$ cat src/rtl/zscan_pkg.sv
`timescale 1ns/1ps
package zscan_pkg;

  typedef enum logic {
    SCAN_Z      = 1'b0,
    SCAN_RASTER = 1'b1
  } scan_mode_e;

  // Vector with every second bit set below nbits, starting at bit phase.
  function automatic logic [63:0] alt_bits(input int nbits, input int phase);
    logic [63:0] v;
    v = '0;
    for (int i = phase; i < nbits; i += 2) v[i] = 1'b1;
    return v;
  endfunction

endpackage

$ cat src/rtl/zscan_seq.sv
`timescale 1ns/1ps
module zscan_seq import zscan_pkg::*; #(
  parameter int SIDE_LOG2 = 3,
  localparam int CW = 2 * SIDE_LOG2
) (
  input  logic          clk,
  input  logic          rst_n,
  input  logic          start_i,
  input  logic          mode_i,
  output logic          busy_o,
  output logic          last_o,
  output logic [CW-1:0] idx_o,
  output scan_mode_e    mode_o
);

  logic          busy_q;
  logic [CW-1:0] idx_q;
  scan_mode_e    mode_q;
  logic          at_end;

  assign at_end = &idx_q;

  always_ff @(posedge clk) begin
    if (!rst_n) begin
      busy_q <= 1'b0;
      idx_q  <= '0;
      mode_q <= SCAN_Z;
    end else if (!busy_q) begin
      if (start_i) begin
        busy_q <= 1'b1;
        idx_q  <= '0;
        mode_q <= scan_mode_e'(mode_i);
      end
    end else if (at_end) begin
      busy_q <= 1'b0;
    end else begin
      idx_q <= idx_q + 1'b1;
    end
  end

  assign busy_o = busy_q;
  assign last_o = busy_q && at_end;
  assign idx_o  = idx_q;
  assign mode_o = mode_q;

endmodule

$ cat src/rtl/zscan_addr_map.sv
`timescale 1ns/1ps
module zscan_addr_map import zscan_pkg::*; #(
  parameter int SIDE_LOG2 = 3,
  localparam int CW = 2 * SIDE_LOG2
) (
  input  logic [CW-1:0]        idx_i,
  input  scan_mode_e           mode_i,
  output logic [SIDE_LOG2-1:0] row_o,
  output logic [SIDE_LOG2-1:0] col_o
);

  logic [SIDE_LOG2-1:0] z_row, z_col;

  // De-interleave: even index bits to the row, odd bits to the column.
  for (genvar j = 0; j < SIDE_LOG2; j++) begin : g_bit
    assign z_row[j] = idx_i[2*j];
    assign z_col[j] = idx_i[2*j+1];
  end

  always_comb begin
    if (mode_i == SCAN_RASTER) begin
      row_o = idx_i[CW-1:SIDE_LOG2];
      col_o = idx_i[SIDE_LOG2-1:0];
    end else begin
      row_o = z_row;
      col_o = z_col;
    end
  end

endmodule

$ cat src/rtl/zscan_bp_bank.sv
`timescale 1ns/1ps
module zscan_bp_bank import zscan_pkg::*; #(
  parameter int SIDE_LOG2 = 3,
  parameter int BP_W      = 8,
  localparam int CW     = 2 * SIDE_LOG2,
  localparam int LEVELS = SIDE_LOG2
) (
  input  logic            clk,
  input  logic            rst_n,
  input  logic            active_i,
  input  logic [CW-1:0]   idx_i,
  input  logic [BP_W-1:0] bp_i,
  output logic            load_o,
  output logic [BP_W-1:0] val_o
);

  logic [LEVELS-1:0] enter;
  logic [BP_W-1:0]   cand [LEVELS];

  for (genvar g = 0; g < LEVELS; g++) begin : g_lvl
    // Level g+1 has blocks of 2^(g+1) pixels a side, quadrants of 2^g.
    localparam int SUBW = 2 * g;
    localparam logic [CW-1:0] SUB_MASK = CW'((64'd1 << SUBW) - 64'd1);
    localparam logic [CW-1:0] BOT_LEFT = CW'(alt_bits(SUBW, 0));
    localparam logic [CW-1:0] TOP_RIGHT = CW'(alt_bits(SUBW, 1));

    logic [1:0]      dig;
    logic [CW-1:0]   sub;
    logic [BP_W-1:0] slot_a, slot_b;
    logic            cap_a, cap_b;

    assign dig   = idx_i[2*g+1 -: 2];
    assign sub   = idx_i & SUB_MASK;
    assign cap_a = active_i && (dig == 2'd0 || dig == 2'd2) && (sub == BOT_LEFT);
    assign cap_b = active_i && (dig == 2'd0) && (sub == TOP_RIGHT);

    always_ff @(posedge clk) begin
      if (!rst_n) begin
        slot_a <= '0;
        slot_b <= '0;
      end else begin
        if (cap_a) slot_a <= bp_i;
        if (cap_b) slot_b <= bp_i;
      end
    end

    assign enter[g] = (sub == '0) && (dig != 2'd0);
    assign cand[g]  = (dig == 2'd2) ? slot_b : slot_a;
  end

  // Later (larger) levels overwrite earlier ones.
  always_comb begin
    load_o = 1'b0;
    val_o  = '0;
    for (int g = 0; g < LEVELS; g++) begin
      if (active_i && enter[g]) begin
        load_o = 1'b1;
        val_o  = cand[g];
      end
    end
  end

endmodule

$ cat src/rtl/zscan_bp_handoff.sv
`timescale 1ns/1ps
module zscan_bp_handoff import zscan_pkg::*; #(
  parameter int SIDE_LOG2 = 3,
  parameter int BP_W      = 8
) (
  input  logic                 clk,
  input  logic                 rst_n,
  input  logic                 start_i,
  input  logic                 mode_i,
  input  logic [BP_W-1:0]      bp_i,
  output logic                 addr_valid_o,
  output logic                 addr_last_o,
  output logic [SIDE_LOG2-1:0] row_o,
  output logic [SIDE_LOG2-1:0] col_o,
  output logic                 bp_load_o,
  output logic [BP_W-1:0]      bp_val_o
);

  localparam int CW = 2 * SIDE_LOG2;

  logic          busy;
  logic          last;
  logic [CW-1:0] idx;
  scan_mode_e    scan_mode;
  logic          z_active;

  zscan_seq #(.SIDE_LOG2(SIDE_LOG2)) u_seq (
    .clk     (clk),
    .rst_n   (rst_n),
    .start_i (start_i),
    .mode_i  (mode_i),
    .busy_o  (busy),
    .last_o  (last),
    .idx_o   (idx),
    .mode_o  (scan_mode)
  );

  zscan_addr_map #(.SIDE_LOG2(SIDE_LOG2)) u_map (
    .idx_i  (idx),
    .mode_i (scan_mode),
    .row_o  (row_o),
    .col_o  (col_o)
  );

  assign z_active = busy && (scan_mode == SCAN_Z);

  zscan_bp_bank #(.SIDE_LOG2(SIDE_LOG2), .BP_W(BP_W)) u_bank (
    .clk      (clk),
    .rst_n    (rst_n),
    .active_i (z_active),
    .idx_i    (idx),
    .bp_i     (bp_i),
    .load_o   (bp_load_o),
    .val_o    (bp_val_o)
  );

  assign addr_valid_o = busy;
  assign addr_last_o  = last;

endmodule

$ cat config.mk
export PLATFORM = sky130hd
export DESIGN_NAME = zscan_bp_handoff
export DESIGN_NICKNAME = d
export VERILOG_FILES = /design/src/rtl/zscan_pkg.sv /design/src/rtl/zscan_seq.sv /design/src/rtl/zscan_addr_map.sv /design/src/rtl/zscan_bp_bank.sv /design/src/rtl/zscan_bp_handoff.sv
export SDC_FILE = /design/constraint.sdc
export NUM_CORES = 1
export LEC_CHECK = 0
export BUFFER_PORTS_ARGS = -buffer_cell sky130_fd_sc_hd__buf_2
export CAP_MARGIN = 20
export CELL_PAD_IN_SITES_DETAIL_PLACEMENT = 0
export CELL_PAD_IN_SITES_GLOBAL_PLACEMENT = 1
export CORE_MARGIN = 5
export CORE_UTILIZATION = 45
export CTS_CLUSTER_DIAMETER = 120
export DETAILED_ROUTE_END_ITERATION = 6
export PLACE_DENSITY = 0.75
export SLEW_MARGIN = 10
export SYNTH_ARGS = -nofsm -noshare
export SYNTH_HDL_FRONTEND = slang
export SYNTH_SLANG_ARGS = --single-unit
$ cat constraint.sdc
create_clock -name clk -period 2.3 [get_ports clk]
set_input_delay 0.46 -clock clk [delete_from_list [all_inputs] [get_ports clk]]
set_output_delay 0.46 -clock clk [all_outputs]
set_load 0.05 [all_outputs]
---- Word-level counts from Yosys, hierarchy flattened ----
Cells that the tools add are included.
storage, ports and cells
  register bits after elaboration ......... 56
  logic and storage cells ................. 68
cells by class
  $add $sub $neg .......................... 1
  equal/unequal tests ..................... 7
  multiplexer cells ....................... 17
  bitwise operators ....................... 2
  reduce and logical (&&, ||, !) cells .... 32
operator list
  operator             number
  $mux 8               6
  $mux 6               3
  $logic_and 1x1->1    17
  $logic_not 6->1      2
  $reduce_bool 2->1    4
  $add 6x1->6 const B  1
  $eq 2x2->1 const B   3
  $logic_not 2->1      3
  $mux 1               6
  $mux 3               2
  $reduce_and 6->1     1
  $eq 4x3->1 const B   1
  $eq 4x4->1 const B   1
  $reduce_and 2->1     2
  $logic_or 1x1->1     3
  $eq 2x1->1 const B   1
  $ne 2x2->1 const B   1
  $not 1->1            2

---- Longest topological paths before layout ----
  depth in word-level cells ............... 6
  gate-level depth with buffers ........... 7

---- Hierarchy ----
Synthesis repeated with hierarchy kept, for this count alone.
second synthesis, totals
  cells, all modules ...................... 345
  area total of the unflattened synthesis .. 2877.8 um2
modules (own cells, without submodules)
  module            instances  cells each  area each (um2)  sequential area each (um2)
  zscan_bp_bank     1          290         2338.5           960.9
  zscan_seq         1          47          424.2            160.2
  zscan_addr_map    1          7           101.3            0.0
  zscan_bp_handoff  1          1           13.8             0.0

---- Least setup slack after synthesis ----
No wires, ideal clock.
  path kind ............................... register to output
  start ................................... register u_seq.busy_q (netlist: u_seq.busy_o)
  end ..................................... output bp_load_o
  arrival time ............................ 2.006 ns
  slack ................................... -0.166 ns
  stages on the path, launching flop included .. 5
  buffers on the path ..................... 1
  cells stage by stage .................... dfxtp_1 -> and2b_1 -> buf_4 -> inv_1 -> a31oi_1
between the ends
  word-level cells in the longest chain between the ends .. 5
  elaborated cells between the ends (all ways) .. 7
RTL lines
  element                 RTL line                RTL
  start, declared         zscan_seq.sv:16         logic busy_q;
  start signal, assigned  zscan_seq.sv:25         busy_q <= 1'b0;
  start signal, assigned  zscan_seq.sv:30         busy_q <= 1'b1;
  start signal, assigned  zscan_seq.sv:35         busy_q <= 1'b0;
  $logic_and 1x1->1 (*)   zscan_bp_handoff.sv:45  assign z_active = busy && (scan_mode == SCAN_Z);
  $logic_and 1x1->1       zscan_bp_bank.sv:56     if (active_i && enter[g]) begin
  $mux 1 (2 in a row)     zscan_bp_bank.sv:56
  $mux 1 (*)              zscan_bp_bank.sv:56
  end, declared           zscan_bp_handoff.sv:15  output logic bp_load_o,
Mark *: on every way between the ends. The rest lies on a longest branch, timed or not.

---- Worst setup path in the final report ----
  start ................................... register u_seq.idx_q[0] (netlist: u_seq.idx_o[0])
  end ..................................... output bp_val_o[7]
between the ends
  word-level cells in the longest chain between the ends .. 5
  elaborated cells between the ends (all ways) .. 13
RTL lines
  element                                             RTL line                RTL
  start, declared                                     zscan_seq.sv:17         logic [CW-1:0] idx_q;
  start signal, assigned                              zscan_seq.sv:37         idx_q <= idx_q + 1'b1;
  $eq 2x2->1 (tied with other cells)                  zscan_bp_bank.sv:48     assign cand[g] = (dig == 2'd2) ? slot_b : slot_a;
  $mux 8 (tied with other cells)                      zscan_bp_bank.sv:48
  $mux 8 / $logic_and 1x1->1 (equally long branches)  zscan_bp_bank.sv:56
  $mux 8                                              zscan_bp_bank.sv:56
  $mux 8 (*)                                          zscan_bp_bank.sv:56
  end, declared                                       zscan_bp_handoff.sv:16  output logic [BP_W-1:0] bp_val_o
Marks and branches as above.

==> results.txt <==
The flow ran to the end, but the final reports show violations. The checks that failed: setup timing. After clock tree synthesis, the clock-pin slew on the worst setup and hold paths is 0.10 ns. The floorplan die width came out at 90.0 µm.

The floorplan has 29 rows. The total area inside the core boundary comes to 6280 µm². Setup repair after global routing could not meet its margin everywhere. The longest clock path from root to sink contains 2 buffers.

Together, buffers and inverters on the worst path number 2. The final layout contains 365 nets. The number of nets with antenna violations after detailed routing is 0. The post-route fraction of the period consumed by the critical path is 1.00. The path with the worst hold slack has its endpoint at u_seq.mode_o. Yosys mapped the design onto 37 distinct sky130hd cell types. The HPWL reported at the end of detailed placement came out at 4780 µm.

The netlist area before placement came out at 2880 µm². The total CTS buffers is 5. Entering global routing, the biggest net connects 25 pins.

The maximum single-stage delay on the critical path came out at 0.33 ns. The ratio of cells with drive above 1 in the final layout came out at 0.272. The sort of element at the end of the critical path is a primary output. In this run the tightest slew margin relative to its limit is 0.635. The routability-driven placement congestion ratio came out at 0.748.

The proportion of synthesized flip-flops having asynchronous set or reset came out at 0. The portion of total power attributed to combinational logic came out at 0.143. The worst reg2reg path startpoint is u_seq.mode_o. Adding up every negative setup slack in the final design gives -0.00403 ns. In the layout the commonest cells are mux2i_1 (56), dfxtp_1 (51), nor2b_1 (44). The path class of the tightest hold or removal check is in2reg. The number of standard cells in the layout, taps in and fillers out is 426. The remaining design rule violation count came out at 0. The reported leakage power is 1.33 nW. Leaving out fill and tap cells, the most frequent cell in the layout is mux2i_1. Counting every sink on the clock net gives 56. For this run, the register share of the synthesized area comes to 0.389. The total grt overflow is 0. Of the total power, the share spent switching nets is 0.269.

At the placement stage, the worst setup path has a slack of 0.110 ns. The buffer type at the clock tree root is clkbuf_8. The first-pass iteration count of the detailed router came out at 4. The first-pass GRT wire length is 11,800 µm. The number of global-route vias before repair came out at 2,226. The critical path starts at u_seq.idx_o[0]. The startpoint type of the worst setup path is a register. The total via count in the routed design came out at 2,267. Measured along the y axis, the die boundary spans 90.0 µm.

The slew at the pin closest to its max-slew limit is 0.548 ns. Buffers inserted to repair hold after CTS numbered 0. In the synthesized netlist the dominant register cell turns out to be dfxtp_1. Data arrives at the worst endpoint at 1.84 ns.

The per-cell routed wire length is 16.7 µm. The diode insertion count for antenna repair is 0. The area added between synthesis and finish is 20.9%. The final critical path time including I/O delays and setup came out at 2.30 ns. The share of the synthesized area in the top cell type is 0.389. For this design the top-level I/O count stands at 29. The sum of internal, switching and leakage power came out at 1.80 mW. Setup violations remaining at the end of the flow were counted as 1.

The area of placed instances is 3200 µm². The max-slew violation count is 0. The critical path is of the reg2out type. The clock share of power came out at 0.294. The clock latency at the later pin of the worst-skew pair is 0.31 ns. The total length of routed wires came out at 7130 µm. The synthesized flop and latch total came out at 56. Once placement completed, the tool counted placed cells totaling 414. The library cell with the largest summed area after synthesis is dfxtp_1. The die covers 8110 µm². The total power density per cell area is 518 nW/µm². The worst register-to-register path has a setup slack of 0.44 ns. The post-route standard cell area excluding fillers came out at 3480 µm². The startpoint identified for the worst hold timing path is mode_i. On the critical path, the stage with the largest delay is an instance of dfxtp_2. The number of input and output port buffers inserted came out at 28.

Across the routed clock network, the largest skew measured is 0.00493 ns. The kind of cell with the highest combined delay along the critical path is simple AND/OR/NAND/NOR gates. The post-synth net total came out at 325. The largest fanout on the critical path is 8. Setup slack on the critical path of the routed design comes to -0.00403 ns.

The detailed router finished its first iteration with 93 violations. The H-tree was split into 2 levels. The total count of hold-check failures in the final report is 0.

The data required time at the worst endpoint came out at 1.84 ns. The fmax came out at 0.434 GHz. The net switching power came out at 0.484 mW.

Sorting the synthesized cells by area gives the leading types as dfxtp_1 (39%), mux2i_1 (20%), nor2b_1 (9.5%). A synthesized cell averages 9.33 µm². In this run the critical register-to-register path is captured at u_bank.g_lvl[1].slot_b[5].

The internal power summed over all cells is 1.32 mW. The number of flops mapped to enable cells by yosys came out at 0. Across every metal layer, demand over resource in global routing totals 0.178. The synthesized instance count came out at 309. During synthesis, Yosys emitted a total of 0 warnings.

The number of antenna violations at the first check in global routing came out at 0. The signal on the critical path passes through inv_2 > ha_4 > nand3b_4 > or2_4 > o22ai_1 > o21a_1 > buf_6. Counting cells, the worst reg-to-reg path comes to 6. The largest vdd supply drop is 0.000248 V. Across the run, the number of max-cap violations was 0. The worst hold path depth came out at 3. TritonCTS built the clock tree. The share of power burned in registers came out at 0.564. The starting density of the core is 0.459.

After detailed routing, the number of vias per cell comes to 5.32.
## kinds of logic (layout without fill, tap and decap cells)
family | count (synthesis) | count (layout) | synth area share
compound gates | 33 | 33 | 0.0781
flops | 56 | 56 | 0.389
simple gates | 127 | 127 | 0.251
buf+inv | 26 | 66 | 0.0443
fa+ha+maj | 4 | 4 | 0.0174
xor+xnor | 1 | 1 | 0.00304
mux | 62 | 62 | 0.217
## Yosys cell counts (2+ instances only)
library cell and number:
nor2_1 9, inv_1 3, buf_4 3, and3_1 2, o21ai_0 4, nor3_1 2
nor2b_1 44, o22ai_1 8, mux2_2 4, a21boi_0 8, ha_1 4, nand2_1 35
a31oi_1 2, nand3_1 21, dfxtp_1 56, nand2b_1 3, o21a_1 8, clkbuf_1 10
buf_2 8, mux2i_1 58
## registers in the layout, summed over array words and instances, names as in the netlist
signal,cells
u_bank.g_lvl.slot_a,24
u_bank.g_lvl.slot_b,24
u_seq.idx_o,6
u_seq.busy_o,1
u_seq.mode_o,1
## cell type report
type,instances,area (µm²)
Sequential cell,56,1130
Clock inverter,2,12.5
Inverter,3,11.3
Clock buffer,5,68.8
Multi-Input combinational cell,227,1720
Tap cell,77,96.3
Fill cell,578,2790
Timing Repair Buffer,56,444
## how the worst max path moves through the flow
stage                  endpoint  slack, ns  cells after the start
floorplan           bp_val_o[0]       0.06                      7
global placement    bp_val_o[7]       0.15                      7
detailed placement  bp_val_o[5]       0.11                      8
CTS                 bp_val_o[5]      -0.05                      8
global route        bp_val_o[1]       -0.1                      8
finish              bp_val_o[7]     -0.004                      7
## through the flow
step | utilization | hold WS (ns)
2_1_floorplan | - | 0.443
3_3_place_gp | 0.509 | 0.450
3_5_place_dp | 0.509 | 0.460
4_1_cts | 0.552 | 0.409
5_1_grt | 0.555 | 0.426
6_report | 0.555 | 0.406
## worst min-delay path, cell delays in order
cell	delay [ns]
buf_2	0.07
mux2i_1	0.05
nor2b_1	0.09
## power by group through the flow
stage | Combinational [mW] | Clock (mW) | Sequential, mW
after global routing | 0.279 | 0.586 | 1.02
after CTS | 0.253 | 0.545 | 1.02
after floorplan | 0.155 | 0 | 1.04
after global placement | 0.231 | 0 | 1.04
final | 0.257 | 0.530 | 1.02
after detailed placement | 0.231 | 0 | 1.04
## per-layer routing
layer	GRT usage	vias up	share of wire
met3	0.0367	11	0.032
met2	0.277	40	0.47
met4	0.0484	0	0.012
met5	0	-	0
li1	-	1137	-
met1	0.250	1079	0.48
## repair_timing
| item | 4_1_cts | 5_1_grt |
|---|---|---|
| pin swaps | 10 | 4 |
| gates cloned | 2 | 0 |
| buffers inserted | 3 | 1 |
| setup endpoints to repair | 8 | 8 |
| gates resized for setup | 40 | 5 |
Note: power is estimated with default switching activity, not from simulation.
